### src/rtl/dsq_pkg.sv
package dsq_pkg;

    localparam int SPD_W = 2;

    localparam logic [SPD_W-1:0] SPD_GIG  = 2'b10;
    localparam logic [SPD_W-1:0] SPD_FAST = 2'b01;
    localparam logic [SPD_W-1:0] SPD_TEN  = 2'b00;

    typedef enum logic [2:0] {
        ST_IDLE  = 3'd0,
        ST_TRY_G = 3'd1,
        ST_TRY_F = 3'd2,
        ST_TRY_T = 3'd3,
        ST_UP_G  = 3'd4,
        ST_UP_F  = 3'd5,
        ST_UP_T  = 3'd6
    } dsq_state_e;

    // Attempt state -> established state at the same rate
    function automatic dsq_state_e up_of(input dsq_state_e s);
        case (s)
            ST_TRY_F: return ST_UP_F;
            ST_TRY_T: return ST_UP_T;
            default:  return ST_UP_G;
        endcase
    endfunction

    // Next attempt after a failure with downshift enabled (wraps at the bottom)
    function automatic dsq_state_e lower_of(input dsq_state_e s);
        case (s)
            ST_TRY_G: return ST_TRY_F;
            ST_TRY_F: return ST_TRY_T;
            default:  return ST_TRY_G;
        endcase
    endfunction

    function automatic logic [SPD_W-1:0] spd_of(input dsq_state_e s);
        case (s)
            ST_TRY_F, ST_UP_F: return SPD_FAST;
            ST_TRY_T, ST_UP_T: return SPD_TEN;
            default:           return SPD_GIG;
        endcase
    endfunction

    function automatic logic is_up(input dsq_state_e s);
        return (s == ST_UP_G) || (s == ST_UP_F) || (s == ST_UP_T);
    endfunction

endpackage

### src/rtl/dsq_fsm.sv
module dsq_fsm
    import dsq_pkg::*;
(
    input  logic       clk,
    input  logic       rst_n,
    input  logic       dshift_en,
    input  logic       link_up,
    input  logic       try_fail,
    input  logic       link_lost,
    output dsq_state_e state_q,
    output logic       enter_try,
    output logic       step_down
);

    dsq_state_e state_d;

    always_ff @(posedge clk) begin
        if (!rst_n) state_q <= ST_IDLE;
        else        state_q <= state_d;
    end

    always_comb begin
        state_d   = state_q;
        enter_try = 1'b0;
        step_down = 1'b0;
        unique case (state_q)
            ST_IDLE: begin
                state_d   = ST_TRY_G;
                enter_try = 1'b1;
            end
            ST_TRY_G, ST_TRY_F, ST_TRY_T: begin
                if (link_up) begin
                    state_d = up_of(state_q);
                end else if (try_fail) begin
                    enter_try = 1'b1;
                    if (dshift_en) begin
                        state_d   = lower_of(state_q);
                        step_down = (state_q != ST_TRY_T);
                    end else begin
                        state_d = ST_TRY_G;
                    end
                end
            end
            ST_UP_G, ST_UP_F, ST_UP_T: begin
                if (link_lost) begin
                    state_d   = ST_TRY_G;
                    enter_try = 1'b1;
                end
            end
            default: state_d = ST_IDLE;
        endcase
    end

    // A step down never lands on the top rate
    AST_STEP_NOT_TOP: assert property (@(posedge clk) disable iff (!rst_n)
        step_down |=> (state_q == ST_TRY_F || state_q == ST_TRY_T));

    // A dropped link always restarts at gigabit
    AST_LOST_TO_TOP: assert property (@(posedge clk) disable iff (!rst_n)
        (is_up(state_q) && link_lost) |=> (state_q == ST_TRY_G));

endmodule

### src/rtl/dsq_out.sv
module dsq_out
    import dsq_pkg::*;
(
    input  logic             clk,
    input  logic             rst_n,
    input  dsq_state_e       state_q,
    input  logic             enter_try,
    input  logic             step_down,
    input  logic             evt_mask,
    output logic [SPD_W-1:0] spd_sel,
    output logic             try_start,
    output logic             dshift_evt,
    output logic             dshift_irq
);

    always_ff @(posedge clk) begin
        if (!rst_n) begin
            try_start  <= 1'b0;
            dshift_evt <= 1'b0;
            dshift_irq <= 1'b0;
        end else begin
            try_start  <= enter_try;
            dshift_evt <= step_down;
            dshift_irq <= step_down & evt_mask;
        end
    end

    always_comb spd_sel = spd_of(state_q);

    AST_IRQ_NEEDS_EVT: assert property (@(posedge clk) disable iff (!rst_n)
        dshift_irq |-> dshift_evt);

endmodule

### src/rtl/link_downshift_seq.sv
module link_downshift_seq
    import dsq_pkg::*;
(
    input  logic             clk,
    input  logic             rst_n,
    input  logic             dshift_en,
    input  logic             link_up,
    input  logic             try_fail,
    input  logic             link_lost,
    input  logic             evt_mask,
    output logic [SPD_W-1:0] spd_sel,
    output logic             try_start,
    output logic             dshift_evt,
    output logic             dshift_irq
);

    dsq_state_e state_q;
    logic       enter_try;
    logic       step_down;

    dsq_fsm u_fsm (
        .clk       (clk),
        .rst_n     (rst_n),
        .dshift_en (dshift_en),
        .link_up   (link_up),
        .try_fail  (try_fail),
        .link_lost (link_lost),
        .state_q   (state_q),
        .enter_try (enter_try),
        .step_down (step_down)
    );

    dsq_out u_out (
        .clk        (clk),
        .rst_n      (rst_n),
        .state_q    (state_q),
        .enter_try  (enter_try),
        .step_down  (step_down),
        .evt_mask   (evt_mask),
        .spd_sel    (spd_sel),
        .try_start  (try_start),
        .dshift_evt (dshift_evt),
        .dshift_irq (dshift_irq)
    );

    logic up_now;
    always_comb up_now = is_up(state_q);

    AST_EVT_WITH_START: assert property (@(posedge clk) disable iff (!rst_n)
        dshift_evt |-> try_start);

    AST_NOEN_NOEVT: assert property (@(posedge clk) disable iff (!rst_n)
        !dshift_en |=> !dshift_evt);

    AST_UP_HOLD: assert property (@(posedge clk) disable iff (!rst_n)
        (up_now && $past(up_now)) |-> $stable(spd_sel));

    AST_NO_START_IN_UP: assert property (@(posedge clk) disable iff (!rst_n)
        up_now |-> !try_start);

endmodule

### config.mk
export PLATFORM = sky130hd
export DESIGN_NAME = link_downshift_seq
export DESIGN_NICKNAME = d
export VERILOG_FILES = /design/src/rtl/dsq_pkg.sv /design/src/rtl/dsq_fsm.sv /design/src/rtl/dsq_out.sv /design/src/rtl/link_downshift_seq.sv
export SDC_FILE = /design/constraint.sdc
export NUM_CORES = 1
export LEC_CHECK = 0
export CAP_MARGIN = 10
export CORE_AREA = 2 2 39 41
export DETAILED_ROUTE_END_ITERATION = 7
export DIE_AREA = 0 0 41 43
export HOLD_SLACK_MARGIN = 0.03
export PLACE_DENSITY = 0.63
export SYNTH_ARGS = -nofsm -noshare
export SYNTH_HDL_FRONTEND = slang
export SYNTH_SLANG_ARGS = --single-unit
### constraint.sdc
create_clock -name clk -period 1.2 [get_ports clk]
set_input_delay 0.24 -clock clk [delete_from_list [all_inputs] [get_ports clk]]
set_output_delay 0.24 -clock clk [all_outputs]
set_load 0.1 [all_outputs]
Word level (Yosys, flattened, before mapping)
Cells that the tools add are included.
{"block": "totals", "ff_bits": 6, "inputBits": 7, "out_inout_bits": 5, "elab_cells": 36}
{"block": "op_classes", "n_eq_ne": 9, "mux": 16, "bitwise": 1, "reduce_logical": 6}
{"cell": "$pmux 2 s2", "count": 3}
{"cell": "$eq 3x3->1 const B", "count": 3}
{"cell": "$mux 3", "count": 3}
{"cell": "$pmux 3 s3", "count": 1}
{"cell": "$mux 1", "count": 7}
{"cell": "$eq 3x2->1 const B", "count": 2}
{"cell": "$reduce_or 3->1", "count": 2}
{"cell": "$reduce_or 2->1", "count": 2}
{"cell": "$eq 3x1->1 const B", "count": 1}
{"cell": "$logic_not 3->1", "count": 1}
{"cell": "$ne 3x2->1 const B", "count": 1}
{"cell": "$ne 3x3->1 const B", "count": 1}
{"cell": "$pmux 1 s3", "count": 1}
{"cell": "$mux 2", "count": 1}
{"cell": "$ne 2x2->1 const B", "count": 1}
{"cell": "$reduce_and 2->1", "count": 1}
{"cell": "$and 1x1->1", "count": 1}

Depth between registers and ports, before layout
Gate-level depths: netlist (run 1).
{"block": "logic_depth", "word_depth": 6, "depth_mapped": 5, "ltp_nobuf": 4}

Hierarchy
Synthesis (run 1) repeated with hierarchy kept, for this count alone.
{"block": "unflattened", "hier_cells": 44, "hier_area_um2": 390.4}
{"mod": "dsq_fsm", "instances": 1, "cells_per_inst": 34, "area_each_um2": 286.5, "seq_area_each_um2": 60.1}
{"mod": "dsq_out", "instances": 1, "cells_per_inst": 10, "area_each_um2": 103.8, "seq_area_each_um2": 60.1}

Worst setup path after synthesis (run 1)
OpenSTA, ideal clock, no wires.
{"block": "synth_path", "kind": "reg-to-output", "start": "register u_fsm.state_q[2]", "end": "output port spd_sel[1]", "t_arrival_ns": 2.163, "required_ns": 0.960, "setup_slack_ns": -1.203, "stages_incl_launch_ff": 4, "path_buffers": 1, "path_cell_list": "dfxtp_1 buf_2 nand2_1 xnor2_1"}
{"block": "synth_between", "elab_chain_cells": 3, "elab_cells_between_ends": 7, "cone_classes": "4 x eq/ne; 1 x mux; 2 x reduce/logical"}
{"item": "start: declaration", "line_no": "dsq_fsm.sv:10", "source": "output dsq_state_e state_q,"}
{"item": "start signal: assignment", "line_no": "dsq_fsm.sv:19", "source": "else state_q <= state_d;"}
{"item": "$eq 3x3->1 or $eq 3x2->1 (tied branches)", "line_no": "dsq_pkg.sv:38", "source": "case (s)"}
{"item": "$reduce_or 2->1", "line_no": "dsq_pkg.sv:38"}
{"item": "$pmux 2 s2 (*)", "line_no": "dsq_pkg.sv:38"}
{"item": "end: declaration", "line_no": "link_downshift_seq.sv:11", "source": "output logic [SPD_W-1:0] spd_sel,"}
Every way passes the cells marked *; elsewhere a longest branch is shown, timed or not.

Final worst setup path (run 1)
{"block": "layout_path", "start": "register u_fsm.state_q[2]", "end": "output port spd_sel[0]"}
The elaborated chain is that of the path after synthesis.

==> metrics.txt, run 1 <==
hold endpoint u_fsm.state_q[0]; initial antenna violation count 0; vias 412; worst hold slack 486 ps; Clock Latency Late Sink 260 ps; Leak 0.298 nW; Critical Path, Cell by Cell nand2_8 > o22ai_4 > buf_12; drt pass-1 iters 4; Hold Violations, Final 0; syn avg cell area 8.10 µm²; CTS H-tree lvls 1; setup ws final -141 ps; Area Overhead vs Synth 116%; Arr. time, crit path 1100 ps; RSZ-0062 raised after global routing yes; setup tns final -327 ps; EDFF count, synth 0; ys async rst share 0%; max-slew violations 0; Rows 14; vias in the first global route 366; hold_buf cts 0; Slew HR 84.0%; Synth Flop Type dfxtp_1; worst hold start dshift_en; Initial Util 25.8%; critical path's top delay family flip-flops; Overflow after GRT 0; CP startpoint kind flip-flop; final WL 1.02 mm; critical path class reg2out; CP bufs+invs 1; count of warnings emitted by yosys 0; first-pass GRT wire length 1.57 mm; Reg2Reg Depth 5; actual slew at the worst max-slew pin 239 ps; FF-to-FF Start u_fsm.state_q[1]; RD Place Congestion 0.791; worst stage delay on the critical path 400 ps; Syn Inst Count 44; final worst path period need 1340 ps; Max Clock Freq 746 MHz; Die Y 43 µm; drc violations 0; area post-placement 617 µm²; Detailed Route Iter0 Violations 7; footprint of the multi-input gates 314 µm²; n_diodes 0; clk root buf clkbuf_4; Via density 4.90; Post-Syn Area 357 µm²; Seq/Total Area, Yosys 33.7%; Global Route Usage Sum 13.5%; synthesized net count 51; Clock Skews 9.46 ps; IO buf count 11; Req. time, crit path 960 ps; Tcrit/Tclk final 112%; post-synthesis cell type count 23; remaining antenna violation count 0; cell area after layout 771 µm²; CTS Buf Count 3; final core occ 55.7%; worst min path class in2reg; VDD IR-drop max 0.461 mV; Setup violations, final 4; Crit-path slowest cell dfxtp_4; status finished with violations; final layout net count 77; CP Capture Type output pin; HPWL Detailed 649 µm; CTS clock-pin slew for the worst setup and hold paths 50 ps; Die X 41 µm; flop2flop setup slack -40 ps; maxcap violations 0; FF+latch count, synth 6; R2R Path End u_fsm.state_q[0]; drt wl/cell 12.2 µm; Hold Path Depth 4; CP max FO 4; largest net degree at the start of global routing 9; Bufs on Longest Clock Path 2; core area 1380 µm²; FF+latch area 131 µm²; number of fill cells in the layout 117; total clock sinks 6; die area 1760 µm²; share of cells above drive strength 1 58.8%; failing checks negative setup slack; IO Count 12; power per cell area 1160 nW/µm²; CTS tree done
-- worst register-to-register path: stages (launching register included) --
cell and delay [ps]:
dfxtp_4 380, buf_6 130, and2_4 130, o21a_4 200
o221ai_2 170, o31ai_1 90
-- synthesized netlist by cell type (2+ instances only) --
library cell / instances / area, µm²
dfxtp_1: 6 / 120
nand2_1: 5 / 18.8
a21oi_1: 4 / 20.0
and2_1: 3 / 18.8
nor3b_1: 3 / 22.5
inv_1: 2 / 7.51
nand2b_1: 2 / 12.5
nor2_1: 2 / 7.51
o21a_1: 2 / 15.0
o21ai_0: 2 / 10.0
-- logic make-up after synthesis --
family / after synthesis / synth area share (%)
buffers and inverters: 4 / 6.67
AO/OA/AOI/OAI: 14 / 26.0
XOR/XNOR: 1 / 2.46
AND/OR/NAND/NOR: 19 / 31.2
flip-flops: 6 / 33.7
-- metrics by stage --
stage	power, mW	std cells	setup slack, ps
2_1_floorplan	0.502	44	-184
3_5_place_dp	0.612	74	-319
3_3_place_gp	0.613	74	-301
4_1_cts	0.837	81	-160
6_report	0.891	84	-141
5_1_grt	0.930	84	-163
-- cells in the final DEF, fill, tap and decap left out, types with 2 or more instances in the layout --
cell type | Yosys | routed
buf_4 | 0 | 7
buf_12 | 0 | 5
buf_6 | 1 | 5
clkdlybuf4s50_1 | 0 | 4
nand2_1 | 5 | 3
a21oi_1 | 4 | 3
clkbuf_4 | 0 | 3
dfxtp_4 | 0 | 3
dfxtp_1 | 6 | 3
nor2_1 | 2 | 2
a21oi_2 | 1 | 2
nor3b_1 | 3 | 2
and2_1 | 3 | 2
-- state kept, by name (all words and copies together), names as in the netlist --
| register | count |
|---|---|
| u_out.dshift_irq | 1 |
| u_fsm.state_q | 3 |
| u_out.try_start | 1 |
| u_out.dshift_evt | 1 |
-- power breakdown --
part / total (mW) / switching, mW / internal, mW / leakage [nW]
sequential: 0.265 / 0.0412 / 0.224 / 0.0512
clock: 0.198 / 0.0840 / 0.114 / 0.0138
combinational: 0.428 / 0.218 / 0.210 / 0.233
total: 0.891 / 0.343 / 0.548 / 0.298
-- timing repair --
| item | CTS | global route |
|---|---|---|
| endpoints found under the setup margin | 5 | 6 |
| pin swaps | 7 | 9 |
| cloned | 0 | 0 |
| buffers inserted | 5 | 3 |
| resized for setup | 11 | 12 |
-- metal layers --
layer / global-route usage [%] / part of all wire [%] / wire length (µm)
met5: 0 / 0 / 0
met4: 12.0 / 3.0 / 31
met3: 0 / 4.1 / 42
met2: 18.8 / 49 / 502
met1: 18.0 / 44 / 448
-- area by class of cell --
class / instances / area share, %
Inverter: 2 / 1.62
Sequential cell: 6 / 17.0
Timing Repair Buffer: 23 / 35.1
Multi-Input combinational cell: 34 / 40.7
Clock buffer: 3 / 2.92
Tap cell: 16 / 2.60
-- worst max-delay path by stage --
| stage | start | to | slack [ps] | depth (start not counted) |
|---|---|---|---|---|
| after floorplan | u_fsm.state_q[2] | spd_sel[1] | -180 | 3 |
| after CTS | u_fsm.state_q[0] | spd_sel[0] | -160 | 3 |
| after global routing | u_fsm.state_q[1] | spd_sel[1] | -160 | 3 |
| after detailed placement | link_up | u_fsm.state_q[1] | -320 | 5 |
| final | u_fsm.state_q[2] | spd_sel[0] | -140 | 3 |
| after global placement | link_up | u_fsm.state_q[1] | -300 | 5 |
Power figures use the tool's default switching activity.
==> inputs of run 2 (changes only) <==
--- a/config.mk
+++ b/config.mk
@@ -10,7 +10,7 @@
 export DETAILED_ROUTE_END_ITERATION = 7
 export DIE_AREA = 0 0 41 43
 export HOLD_SLACK_MARGIN = 0.03
-export PLACE_DENSITY = 0.63
+export PLACE_DENSITY = 0.6
 export SYNTH_ARGS = -nofsm -noshare
 export SYNTH_HDL_FRONTEND = slang
 export SYNTH_SLANG_ARGS = --single-unit
==> run 2 against run 1 <==
  * The run still ends with negative setup slack left
  * Count of clock-buffer cells in the layout unchanged
  * Register-to-register slack got worse by 30 ps
  * Fmax up 1.1%
  * Wire length shrank 7.5%
  * Core utilization down 2.9 points
  * Die area is the same
  * Sequential power is essentially flat
  * Setup slack better by 15 ps
  * Critical path depth unchanged
  * Clock skew down 5.1 ps
  * Worst hold slack better by 79 ps
  * Combinational power decreased by 8.4%
  * Critical path type unchanged
  * Largest cell class unchanged
  * Largest power group unchanged
==> metrics.txt, run 2 (synthesized netlist as in run 1, its figures left out) <==
core area 1380 µm² (unchanged); CP Capture Type output pin; Overflow after GRT 0 (unchanged); Area Overhead vs Synth 105%; FF+latch area 131 µm² (unchanged); max FFs per register 3 (unchanged); n_diodes 0 (unchanged); CP max FO 5 (+1); share of cells above drive strength 1 52.9% (-5.9 points); Max Clock Freq 754 MHz (+1.1%); HPWL Detailed 633 µm (-2.4%); final layout net count 77 (unchanged); Clock Latency Late Sink 240 ps (-20 ps); commonest cells after routing, fill and taps aside 10 x buf_4, 5 x clkdlybuf4s50_1, 5 x buf_12; critical path's top delay family flip-flops; Critical Path, Cell by Cell nand2b_4 > o22ai_4 > buf_12; Via density 5.00 (+1.9%); status finished with violations; vias in the first global route 363 (-0.82%); Arr. time, crit path 1090 ps (about the same); CTS tree done; actual slew at the worst max-slew pin 213 ps (-25.4 ps); worst min path class in2reg; Setup violations, final 4 (unchanged); Clock Skews 4.32 ps (-5.15 ps); most common cell after layout, fill and taps aside buf_4; max-slew violations 0 (unchanged); IO buf count 11 (unchanged); Bufs on Longest Clock Path 2 (unchanged); maxcap violations 0 (unchanged); final WL 946 µm (-7.5%); Slew HR 85.5% (+1.5 points); Req. time, crit path 960 ps (about the same); drt pass-1 iters 4 (unchanged); Die X 41 µm (unchanged); clk root buf clkbuf_4; worst stage delay on the critical path 370 ps (-30 ps); setup ws final -126 ps (+15.0 ps); failing checks negative setup slack; power per cell area 1150 nW/µm² (-0.40%); Leak 0.278 nW (-6.9%); Crit-path slowest cell dfxtp_4; final worst path period need 1330 ps (-15.0 ps); number of fill cells in the layout 137 (+17%); IO Count 12 (unchanged); hold_buf cts 0 (unchanged); total clock sinks 6 (unchanged); largest net degree at the start of global routing 8 (-1); drt wl/cell 11.3 µm (-7.5%); CP startpoint kind flip-flop; vias 420 (+1.9%); DP Worst Slack -277 ps (+42.0 ps); drc violations 0 (unchanged); critical path class reg2out; Rows 14 (unchanged); CTS clock-pin slew for the worst setup and hold paths 50 ps (about the same); first-pass GRT wire length 1.42 mm (-9.7%); initial antenna violation count 0 (unchanged); CP bufs+invs 1 (unchanged); CTS Buf Count 3 (unchanged); Die Y 43 µm (unchanged); Initial Util 25.8% (unchanged); Tcrit/Tclk final 110% (-1.2 points); RSZ-0062 raised after global routing yes; overall power 0.841 mW (-5.6%); Hold Violations, Final 0 (unchanged); Most flops, register u_fsm.state_q; remaining antenna violation count 0 (unchanged); CTS H-tree lvls 1 (unchanged); footprint of the multi-input gates 288 µm² (-8.4%); Global Route Usage Sum 12.1% (-1.4 points); VDD IR-drop max 0.377 mV (-18%); RD Place Congestion 0.772 (-2.4%); Detailed Route Iter0 Violations 2 (-5); die area 1760 µm² (unchanged)
## run 2: final cells by class
| type | instances | share of cell area (%) |
|---|---|---|
| inverter | 2 | 1.71 |
| tap | 16 | 2.74 |
| clock buffer | 3 | 3.08 |
| timing repair buffer | 23 | 35.1 |
| sequential | 6 | 18.0 |
| multi-input combinational | 34 | 39.4 |
## run 2: repair_timing
item                                    in CTS  in global routing
endpoints found under the setup margin       4                  5
gates resized for setup                     11                  3
pin swaps                                    1                  1
setup buffers                                4                  4
## run 2: worst paths after layout
check,start,to,slack (ps),cells after the start
worst max register to register,u_fsm.state_q[1],u_fsm.state_q[0],-70,5
worst min register to register,u_fsm.state_q[0],u_fsm.state_q[0],690,3
worst max-delay path,u_fsm.state_q[0],spd_sel[0],-130,3
worst min-delay path,evt_mask,u_out.dshift_irq,570,2
## run 2: routing by layer
layer	global-route usage, %	share of wire, %	up-vias
met1	16.2	44	201
li1	-	-	208
met3	3.14	3.3	2
met4	8.00	1.4	0
met2	16.3	51	9
met5	0	0	-
## run 2: report_power, final
| part | switching [mW] | internal, mW | total [mW] |
|---|---|---|---|
| sequential | 0.0398 | 0.224 | 0.264 |
| combinational | 0.203 | 0.188 | 0.392 |
| clock | 0.0726 | 0.113 | 0.186 |
## run 2: metrics by stage
step | instances | cell area (µm²) | hold WS [ps] | setup TNS, ps | utilization [%]
after floorplan | 44 | 422 | 358 | -337 | -
after global placement | 73 | 609 | 640 | -996 | 44.0
after detailed placement | 73 | 609 | 634 | -1070 | 44.0
after CTS | 80 | 691 | 561 | -338 | 49.9
after global routing | 84 | 731 | 558 | -555 | 52.8
final | 84 | 731 | 565 | -325 | 52.8
